File: src/rtl/perf_pkg.sv
package perf_pkg;

  // Requester privilege, numerically ordered so that a compare works.
  typedef enum logic [1:0] {
    PRIV_U = 2'b00,
    PRIV_S = 2'b01,
    PRIV_M = 2'b11
  } priv_e;

  // Register class selected by an address.
  typedef enum logic [2:0] {
    REG_NONE,
    REG_CNT,
    REG_SEL,
    REG_INH,
    REG_MEN,
    REG_SEN
  } reg_kind_e;

  localparam logic [11:0] ADDR_INH = 12'h320;
  localparam logic [11:0] ADDR_MEN = 12'h306;
  localparam logic [11:0] ADDR_SEN = 12'h106;

  // 32-entry address pages, addr[11:5]
  localparam logic [6:0] PG_SEL      = 7'h19;  // 0x320..0x33F
  localparam logic [6:0] PG_CNT_M_LO = 7'h58;  // 0xB00..0xB1F
  localparam logic [6:0] PG_CNT_M_HI = 7'h5C;  // 0xB80..0xB9F
  localparam logic [6:0] PG_CNT_V_LO = 7'h60;  // 0xC00..0xC1F
  localparam logic [6:0] PG_CNT_V_HI = 7'h64;  // 0xC80..0xC9F

endpackage

File: src/rtl/perf_csr_decode.sv
module perf_csr_decode
  import perf_pkg::*;
#(
  parameter int NCNT   = 9,
  parameter bit HAS_HI = 1'b1
) (
  input  logic [11:0] addr,
  output reg_kind_e   kind,
  output logic [4:0]  idx,
  output logic        hi,
  output logic        ro
);
  localparam logic [4:0] LIMIT = 5'(NCNT);

  logic [6:0] page;
  logic       slot_ok;
  logic       is_lo;
  logic       is_hi;

  always_comb begin
    page    = addr[11:5];
    idx     = addr[4:0];
    is_lo   = (page == PG_CNT_M_LO) || (page == PG_CNT_V_LO);
    is_hi   = HAS_HI && ((page == PG_CNT_M_HI) || (page == PG_CNT_V_HI));
    slot_ok = (idx != 5'd1) && (idx < LIMIT);
    hi      = is_hi;
    ro      = (page == PG_CNT_V_LO) || (page == PG_CNT_V_HI);
    kind    = REG_NONE;
    if (addr == ADDR_INH) begin
      kind = REG_INH;
    end else if (addr == ADDR_MEN) begin
      kind = REG_MEN;
    end else if (addr == ADDR_SEN) begin
      kind = REG_SEN;
    end else if (page == PG_SEL) begin
      if (idx >= 5'd3 && idx < LIMIT) kind = REG_SEL;
    end else if ((is_lo || is_hi) && slot_ok) begin
      kind = REG_CNT;
    end
  end

endmodule

File: src/rtl/perf_evt_sel.sv
module perf_evt_sel #(
  parameter int NUM_EVT = 22,
  parameter int SEL_W   = 5
) (
  input  logic [SEL_W-1:0]   sel,
  input  logic [NUM_EVT-1:0] evt,
  output logic               hit
);
  // Value k (1..NUM_EVT) picks strobe k-1; anything else picks nothing.
  always_comb begin
    hit = 1'b0;
    for (int k = 0; k < NUM_EVT; k++) begin
      if (sel == SEL_W'(k + 1)) hit = evt[k];
    end
  end

endmodule

File: src/rtl/perf_counter.sv
module perf_counter #(
  parameter int CNT_W = 64,
  parameter int XLEN  = 32
) (
  input  logic             clk,
  input  logic             rst,
  input  logic             inc,
  input  logic             wr_lo,
  input  logic             wr_hi,
  input  logic [XLEN-1:0]  wdata,
  output logic [CNT_W-1:0] value
);
  generate
    if (XLEN < CNT_W) begin : g_split
      always_ff @(posedge clk) begin
        if (rst) begin
          value <= '0;
        end else if (wr_lo) begin
          value <= {value[CNT_W-1:XLEN], wdata};
        end else if (wr_hi) begin
          value <= {wdata[CNT_W-XLEN-1:0], value[XLEN-1:0]};
        end else if (inc) begin
          value <= value + 1'b1;
        end
      end
    end else begin : g_whole
      always_ff @(posedge clk) begin
        if (rst) begin
          value <= '0;
        end else if (wr_lo | wr_hi) begin
          value <= CNT_W'(wdata);
        end else if (inc) begin
          value <= value + 1'b1;
        end
      end
    end
  endgenerate

endmodule

File: src/rtl/perf_ctr_bank.sv
module perf_ctr_bank
  import perf_pkg::*;
#(
  parameter int XLEN    = 32,
  parameter int CNT_W   = 64,
  parameter int NUM_GEN = 6,
  parameter int NUM_EVT = 22
) (
  input  logic               clk,
  input  logic               rst,
  input  logic               csr_req,
  input  logic               csr_we,
  input  logic [11:0]        csr_addr,
  input  logic [XLEN-1:0]    csr_wdata,
  input  logic [1:0]         csr_priv,
  input  logic               retire,
  input  logic [NUM_EVT-1:0] evt_strobe,
  output logic               rsp_valid,
  output logic [XLEN-1:0]    rsp_data,
  output logic               rsp_illegal
);
  localparam int              NCNT     = NUM_GEN + 3;
  localparam int              SEL_W    = $clog2(NUM_EVT + 1);
  localparam bit              HAS_HI   = (XLEN < CNT_W);
  localparam logic [NCNT-1:0] INH_KEEP = ~(NCNT'(2));

  reg_kind_e  kind;
  logic [4:0] idx;
  logic       hi;
  logic       ro;

  perf_csr_decode #(.NCNT(NCNT), .HAS_HI(HAS_HI)) u_dec (
    .addr (csr_addr),
    .kind (kind),
    .idx  (idx),
    .hi   (hi),
    .ro   (ro)
  );

  logic [NCNT-1:0]  inh_q;
  logic [NCNT-1:0]  men_q;
  logic [NCNT-1:0]  sen_q;
  logic [SEL_W-1:0] sel_q [NCNT];
  logic [CNT_W-1:0] cnt   [NCNT];
  logic [NCNT-1:0]  cnt_wlo;
  logic [NCNT-1:0]  cnt_whi;
  logic [NCNT-1:0]  cnt_inc;

  // Access legality
  logic [31:0] men_pad;
  logic [31:0] sen_pad;
  logic        priv_ok;
  logic        view_ok;
  logic        legal;
  logic        wr_fire;

  assign men_pad = 32'(men_q);
  assign sen_pad = 32'(sen_q);

  always_comb begin
    priv_ok = (csr_priv >= csr_addr[9:8]);
    view_ok = 1'b1;
    if (ro && kind == REG_CNT && csr_priv != PRIV_M) begin
      view_ok = men_pad[idx] & ((csr_priv == PRIV_S) | sen_pad[idx]);
    end
    legal = (kind != REG_NONE) && priv_ok && view_ok && !(csr_we && ro);
  end

  assign wr_fire = csr_req & csr_we & legal;

  always_comb begin
    for (int i = 0; i < NCNT; i++) begin
      cnt_wlo[i] = wr_fire && kind == REG_CNT && !hi && idx == 5'(i);
      cnt_whi[i] = wr_fire && kind == REG_CNT &&  hi && idx == 5'(i);
    end
  end

  // Control registers
  always_ff @(posedge clk) begin
    if (rst) begin
      inh_q <= '0;
      men_q <= '0;
      sen_q <= '0;
      for (int i = 0; i < NCNT; i++) sel_q[i] <= '0;
    end else if (wr_fire) begin
      case (kind)
        REG_INH: inh_q <= csr_wdata[NCNT-1:0] & INH_KEEP;
        REG_MEN: men_q <= csr_wdata[NCNT-1:0];
        REG_SEN: sen_q <= csr_wdata[NCNT-1:0];
        REG_SEL: begin
          for (int i = 0; i < NCNT; i++) begin
            if (idx == 5'(i)) begin
              sel_q[i] <= (csr_wdata <= XLEN'(NUM_EVT)) ? SEL_W'(csr_wdata) : '0;
            end
          end
        end
        default: ;
      endcase
    end
  end

  // Counter slots: 0 cycle, 1 empty, 2 retired, 3.. generic
  genvar g;
  generate
    for (g = 0; g < NCNT; g++) begin : g_cnt
      if (g == 1) begin : g_gap
        assign cnt[g]     = '0;
        assign cnt_inc[g] = 1'b0;
      end else begin : g_live
        logic src;
        if (g == 0) begin : g_cyc
          assign src = 1'b1;
        end else if (g == 2) begin : g_ret
          assign src = retire;
        end else begin : g_evt
          perf_evt_sel #(.NUM_EVT(NUM_EVT), .SEL_W(SEL_W)) u_sel (
            .sel (sel_q[g]),
            .evt (evt_strobe),
            .hit (src)
          );
        end
        assign cnt_inc[g] = src & ~inh_q[g];
        perf_counter #(.CNT_W(CNT_W), .XLEN(XLEN)) u_cnt (
          .clk   (clk),
          .rst   (rst),
          .inc   (cnt_inc[g]),
          .wr_lo (cnt_wlo[g]),
          .wr_hi (cnt_whi[g]),
          .wdata (csr_wdata),
          .value (cnt[g])
        );
      end
    end
  endgenerate

  // Read mux
  logic [CNT_W-1:0] pick_cnt;
  logic [SEL_W-1:0] pick_sel;
  logic [XLEN-1:0]  rd_val;

  always_comb begin
    pick_cnt = '0;
    pick_sel = '0;
    for (int i = 0; i < NCNT; i++) begin
      if (idx == 5'(i)) begin
        pick_cnt = cnt[i];
        pick_sel = sel_q[i];
      end
    end
    case (kind)
      REG_CNT: rd_val = hi ? XLEN'(pick_cnt >> XLEN) : XLEN'(pick_cnt);
      REG_SEL: rd_val = XLEN'(pick_sel);
      REG_INH: rd_val = XLEN'(inh_q);
      REG_MEN: rd_val = XLEN'(men_q);
      REG_SEN: rd_val = XLEN'(sen_q);
      default: rd_val = '0;
    endcase
  end

  // Registered response
  always_ff @(posedge clk) begin
    if (rst) begin
      rsp_valid   <= 1'b0;
      rsp_illegal <= 1'b0;
      rsp_data    <= '0;
    end else begin
      rsp_valid   <= csr_req;
      rsp_illegal <= csr_req & ~legal;
      rsp_data    <= (csr_req && legal && !csr_we) ? rd_val : '0;
    end
  end

endmodule

File: config.mk
export PLATFORM = sky130hd
export DESIGN_NAME = perf_ctr_bank
export DESIGN_NICKNAME = d
export VERILOG_FILES = /design/src/rtl/perf_pkg.sv /design/src/rtl/perf_csr_decode.sv /design/src/rtl/perf_evt_sel.sv /design/src/rtl/perf_counter.sv /design/src/rtl/perf_ctr_bank.sv
export SDC_FILE = /design/constraint.sdc
export NUM_CORES = 2
export LEC_CHECK = 0
export BUFFER_PORTS_ARGS = -buffer_cell sky130_fd_sc_hd__buf_2
export CAP_MARGIN = 10
export CORE_MARGIN = 2
export CORE_UTILIZATION = 30
export DETAILED_ROUTE_END_ITERATION = 8
export GPL_TIMING_DRIVEN = 0
export SYNTH_ARGS = -nofsm -noshare
export SYNTH_HDL_FRONTEND = slang
export SYNTH_SLANG_ARGS = --single-unit
File: constraint.sdc
create_clock -name clk -period 3.6 [get_ports clk]
set_input_delay 0.72 -clock clk [delete_from_list [all_inputs] [get_ports clk]]
set_output_delay 0.72 -clock clk [all_outputs]
set_load 0.02 [all_outputs]
### Word-level counts from Yosys, hierarchy flattened

Memories as Yosys holds them, arrays and structs flattened.
Cells that the tools add are included.

* reductions and logical operators: 73
* $lt $le $gt $ge: 5
* bitwise gates (word level): 38
* eq/ne operators: 166
* muxes and demuxes: 244
* $add $sub $neg: 8

Operator list (count)
* 64-bit 2-to-1 mux: 25
* 64-bit by 1-bit adder with 64-bit output (second input constant): 8
* 32-bit 2-to-1 mux: 9
* 5-bit by 4-bit equality test with 1-bit output (second input constant): 49
* 5-bit equality test (second input constant): 42
* 1-bit 2-to-1 mux: 183
* 32-bit one-hot mux with 5 select lines: 1
* 5-bit by 3-bit equality test with 1-bit output (second input constant): 28
* 5-bit 2-to-1 mux: 19
* 5-bit by 2-bit equality test with 1-bit output (second input constant): 14
* 2-bit AND reduction: 19
* 5-bit by 1-bit equality test with 1-bit output (second input constant): 7
* 32-bit by 5-bit <= comparator with 1-bit output (second input constant): 1
* 1-bit logical AND: 30
* 7-bit equality test (second input constant): 4
* 2-bit nonzero test: 14
* 12-bit by 10-bit equality test with 1-bit output (second input constant): 2
* 2-bit by 1-bit inequality test with 1-bit output (second input constant): 10
* 1-bit NOT: 17
* 12-bit by 9-bit equality test with 1-bit output (second input constant): 1
* 3-bit 2-to-1 mux: 4
* 1-bit bitwise AND: 11
* 1-bit binary-select mux with 5-bit select: 2
* 1-bit bitwise OR: 10
* other kinds (17): 24

* input bits: 73
* memories: 1
* output and inout bits: 34
* RAM bits: 45
* register bits after elaboration: 572

Memory list
* sel_q: words 9, bits a word 5, rd ports 9, clocked after Yosys merged registers in 0, wr ports 9, RTL line perf_ctr_bank.sv:43 `logic [SEL_W-1:0] sel_q [NCNT];`

### Longest topological paths before layout

An unclocked memory read counts as a cell.

* depth in word-level cells: 28
* depth in mapped cells: 14

### Modules after synthesis

Synthesis repeated with hierarchy kept, for this count alone.

* cells, all modules: 5864
* area total of the unflattened synthesis: 44157.4 µm²

Modules (own cells, without submodules)
* perf_counter: area each 4164.0 µm², instances 8, cells an instance 560
* perf_ctr_bank: area each 8672.1 µm², instances 1, cells an instance 1069
* perf_evt_sel: area each 331.6 µm², instances 6, cells an instance 48
* perf_csr_decode: area each 183.9 µm², instances 1, cells an instance 27

### Worst setup path after synthesis

No wires, ideal clock.

* path kind: input to register
* from: in csr_addr[9]
* to: reg g_cnt[3].g_live.u_cnt.value[18]
* path slack: 0.204 ns
* cell stages on the path: 14
* arrival: 3.264 ns
* setup time: 0.132 ns
* data required time: 3.468 ns
* cells stage by stage: inv_1 clkbuf_1 ha_1 o211ai_1 or3_1 buf_2 nor2_1 a21oi_1 o21ai_1 clkbuf_1 buf_1 nor2_1 o21ai_0 a31oi_1

* longest elaborated chain between the ends: 21
* elaborated cells on any way between the ends: 40
* those cells by class: 1 x order compare; 10 x eq/ne; 7 x mux; 1 x bitwise; 21 x reduce/logical

RTL lines
* from (decl): RTL line perf_ctr_bank.sv:13 `input logic [11:0] csr_addr,`
* 7-bit equality test, on equally long branches: RTL line perf_csr_decode.sv:23, perf_csr_decode.sv:27, perf_csr_decode.sv:24
* 1-bit logical OR, on equally long branches: RTL line perf_csr_decode.sv:23, perf_csr_decode.sv:24
* 1-bit logical OR: RTL line perf_csr_decode.sv:37 `end else if ((is_lo || is_hi) && slot_ok) begin`
* 1-bit logical AND: RTL line perf_csr_decode.sv:37
* 1-bit 2-to-1 mux: RTL line perf_csr_decode.sv:37
* 3-bit 2-to-1 mux: RTL line perf_csr_decode.sv:35 `end else if (page == PG_SEL) begin`
* 3-bit 2-to-1 mux: RTL line perf_csr_decode.sv:33 `end else if (addr == ADDR_SEN) begin`
* 3-bit 2-to-1 mux: RTL line perf_csr_decode.sv:31 `end else if (addr == ADDR_MEN) begin`
* [... 2 more ...]
* 1-bit logical AND (2 in a row): RTL line perf_ctr_bank.sv:63 `if (ro && kind == REG_CNT && csr_priv != PRIV_M) begin`
* 1-bit 2-to-1 mux: RTL line perf_ctr_bank.sv:63
* 1-bit logical AND (2 in a row): RTL line perf_ctr_bank.sv:66 `legal = (kind != REG_NONE) && priv_ok && view_ok && !(csr_we && ro);`
* 1-bit bitwise AND: RTL line perf_ctr_bank.sv:69 `assign wr_fire = csr_req & csr_we & legal;`
* 1-bit logical AND: RTL line perf_ctr_bank.sv:73, perf_ctr_bank.sv:74
* 1-bit logical AND, on equally long branches (2 in a row): RTL line perf_ctr_bank.sv:74, perf_ctr_bank.sv:73
* 2-bit by 1-bit inequality test with 1-bit output (no line) or 2-bit nonzero test (tied branches)
* 2-bit AND reduction (no line)
* to (signal assigned): RTL line perf_counter.sv:19 `value <= {value[CNT_W-1:XLEN], wdata};`
* to (signal assigned): RTL line perf_counter.sv:21 `value <= {wdata[CNT_W-XLEN-1:0], value[XLEN-1:0]};`
* to (signal assigned): RTL line perf_counter.sv:23 `value <= value + 1'b1;`
* to (decl): RTL line perf_counter.sv:11 `output logic [CNT_W-1:0] value`

Parallel ways exist; a longest one is shown, timed or not.
A chain may end at the register's enable or synchronous reset.

### Worst setup path in the final report

* from: in rst
* to: reg g_cnt[3].g_live.u_cnt.value[9]

RTL lines
* from (decl): RTL line perf_ctr_bank.sv:10 `input logic rst,`

No word-level cell between the ends.

==> summary.md <==
| Metric | Value |
|---|---|
| TritonCTS clock tree | `yes` |
| Worst-Margin Slew | `1.46 ns` |
| Antenna violations before repair | `32` |
| Final antenna-violating net count | `0` |
| RSZ-0062 raised after global routing | `yes` |
| Sequential cell area fraction in the yosys report | `31.6%` |
| Wl on met1 | `102,000 um` |
| Share of cells above drive strength 1 | `11.5%` |
| Ys async rst share | `0%` |
| Synth cell types | `99` |
| Pleak | `15.0 nW` |
| FF+latch count, synth | `617` |
| Most used cell, CP | `clkbuf_1` |
| Final Hold Fails | `0` |
| Drt pass-1 iters | `7` |
| GRT overflow | `0` |
| Crit path DAT | `4.45 ns` |
| Max-slew violations | `0` |
| R2R setup slack | `-0.09 ns` |
| Root Buffer | `clkbuf_16` |
| Top layer in use | `met5` |
| Drt via density | `6.76` |
| Final min period | `3.88 ns` |
| CP required | `4.16 ns` |
| Setup crit end kind | `register` |
| Met2 WL | `107,000 um` |
| Global-route wire length before repair | `373,000 um` |
| Worst-path clk slew | `0.05 ns` |
| Syn_area_per_cell | `7.36 sq um` |
| Routed wl met3 | `41,200 um` |
| Worst Path Buf+Inv | `4` |
| Die height | `371 um` |
| Initial Util | `30.3%` |
| Worst VDD drop | `0.333 mV` |
| Total Wirelength | `278,000 um` |
| Delay-heaviest family, CP | `buffers and inverters` |
| Slew Limit Headroom | `2.77%` |
| Ys flop type | `dfxtp_1` |
| Yosys warnings | `0` |
| Clock tree buffer depth | `3` |
| # Max-Cap Violations | `0` |
| Syn_nets | `5,584` |
| Max stage delay on crit path | `1.06 ns` |
| Post-synth EDFFs | `45` |
| CP Class | `in2reg` |
| Final Cycle Share | `108%` |
| Final instance area | `0.0475 sq mm` |
| Core ar. | `0.134 sq mm` |
| Fin worst setup slack | `-0.285 ns` |
| Startpoint Class | `primary input` |
| Wirelength per Cell | `36.7 um` |
| Cell Area, Synth | `0.0405 sq mm` |
| Inserted Clock Buffers | `79` |
| Die area | `0.138 sq mm` |
| Cell Chain, Critical Path | `clkbuf_1 -> clkbuf_1 -> buf_1 -> clkbuf_1 -> a31oi_1` |
| Placed cell area | `0.0436 sq mm` |
| Most frequent cells in the layout | `nor2_1 (592), nand2_1 (577), dfxtp_1 (572)` |
| Slowest-stage cell, CP | `clkbuf_1` |
| Total global-route track usage | `38.8%` |
| Worst-Skew Late Latency | `0.76 ns` |
| IO buf count | `82` |
| Iter 0 DRT Violations | `9,335` |
| Boundary pin count | `107` |
| Pwr dens | `380 mW/mm^2` |
| Die W | `371 um` |
| Largest net degree at the start of global routing | `15` |
| Post-layout util | `35.5%` |
| Hold crit path type | `in2reg` |
| # rows | `134` |
| CTS sink cnt | `617` |
| Most common cell after layout, fill and taps aside | `nor2_1` |
| Failing checks | `negative setup slack` |
| # hold bufs at CTS | `0` |
| Routability congestion estimate | `1.12` |
| Net count, final | `5,800` |
| Detail Placement HPWL | `207,000 um` |
| Fmax | `257 MHz` |
| Synth Instances | `5,501` |
| Number of global-route vias before repair | `44.8k` |
| # DRC | `0` |
| Placement Setup Slack | `-2.71 ns` |
| Peak fanout along the critical path | `10` |
| Outcome | `complete, but fails checks` |
| H-Tree Depth | `3` |
| Via count | `51.1k` |
| Number of fill cells | `14.4k` |
| Final setup viols | `101` |
| Synthesis-to-layout area growth | `17.3%` |
| Clock skew | `0.0386 ns` |
-- power breakdown --
group	total (mW)	switching (mW)	leakage [nW]	internal, mW
clock	8.69	3.74	1.31	4.95
sequential	7.08	0.102	5.04	6.98
combinational	2.27	1.79	8.64	0.483
total	18.0	5.63	15.0	12.4
-- cells in the mapped netlist, types with 49 or more instances --
cell type	count	area (sq um)
or3_1	71	444
a221oi_1	51	447
a21oi_1	464	2320
clkbuf_1	359	1350
a211oi_1	166	1250
nand2_1	582	2180
o21ai_0	384	1920
nor2_1	616	2310
and3_1	95	594
mux2i_1	169	1690
xnor2_1	84	736
nand3_1	265	1330
nor3_1	216	1080
a31oi_1	116	726
nor4_1	79	494
xor2_1	53	464
buf_2	49	245
nand4_1	101	632
inv_1	98	368
and2_1	54	338
dfxtp_1	572	11500
-- final timing paths --
kind	depth (start not counted)	start	to
worst min register to register	1	g_cnt[8].g_live.u_cnt.value[63]	g_cnt[8].g_live.u_cnt.value[63]
worst max register to register	10	sel_q[0][40]	g_cnt[8].g_live.u_cnt.value[31]
worst min-delay path	3	csr_req	rsp_valid
worst max-delay path	5	rst	g_cnt[3].g_live.u_cnt.value[9]
-- per-stage QoR --
step / cells / power, mW / setup TNS, ns / hold slack [ns]
finish: 7570 / 18.0 / -11.57 / 0.286
global route: 7549 / 18.2 / -2.44 / 0.299
CTS: 7540 / 17.7 / -0.0287 / 0.267
detailed placement: 7379 / 9.26 / -775.23 / 0.466
global placement: 7351 / 9.21 / -819.45 / 0.467
floorplan: 5501 / 8.13 / 0 / 0.436
-- layout make-up --
cell class              count  area (sq um)  share of cell area [%]
multi-input cells        4328         26300                    55.3
flip-flops and latches    617         12800                    26.9
clock buffers             105          2240                    4.71
well taps                1768          2210                    4.65
plain buffers             454          2060                    4.34
repair buffers            139          1080                    2.27
clock inverters            38           427                   0.898
inverters                  98           368                   0.774
diodes                     23          57.6                   0.121
-- registers in the layout, summed over array words and instances, names as in the netlist --
| name | flops |
|---|---|
| rsp_illegal | 1 |
| men_q | 9 |
| sel_q | 45 |
| inh_q | 8 |
| rsp_valid | 1 |
| g_cnt.g_live.u_cnt.value | 512 |
| rsp_data | 32 |
| sen_q | 9 |
-- cell families after synthesis --
family                     share of synthesized area [%]
and+or+nand+nor                                     27.8
AOI/OAI and AO/OA                                   26.5
DFF                                                 31.6
buffers and inverters                               5.40
muxes                                               5.46
xor gates and xnor gates                            2.96
adders and majority gates                          0.309
-- tightest hold or removal path, cell delays in order --
cell     delay [ns]
buf_2          0.11
nand2_1        0.09
inv_1          0.06
-- per-layer routing --
metal	up-vias	GRT usage [%]
met2	4320	53.2
met1	24700	48.5
met3	1103	14.7
met4	26	29.6
met5	-	0
li1	21000	-
-- timing repair --
action,in CTS,in global routing
setup endpoints to repair,517,378
hold endpoints to repair,0,0
buffers inserted,20,7
pin swaps,9,6
gates resized for setup,189,150
(Power assumes the default switching activity.)
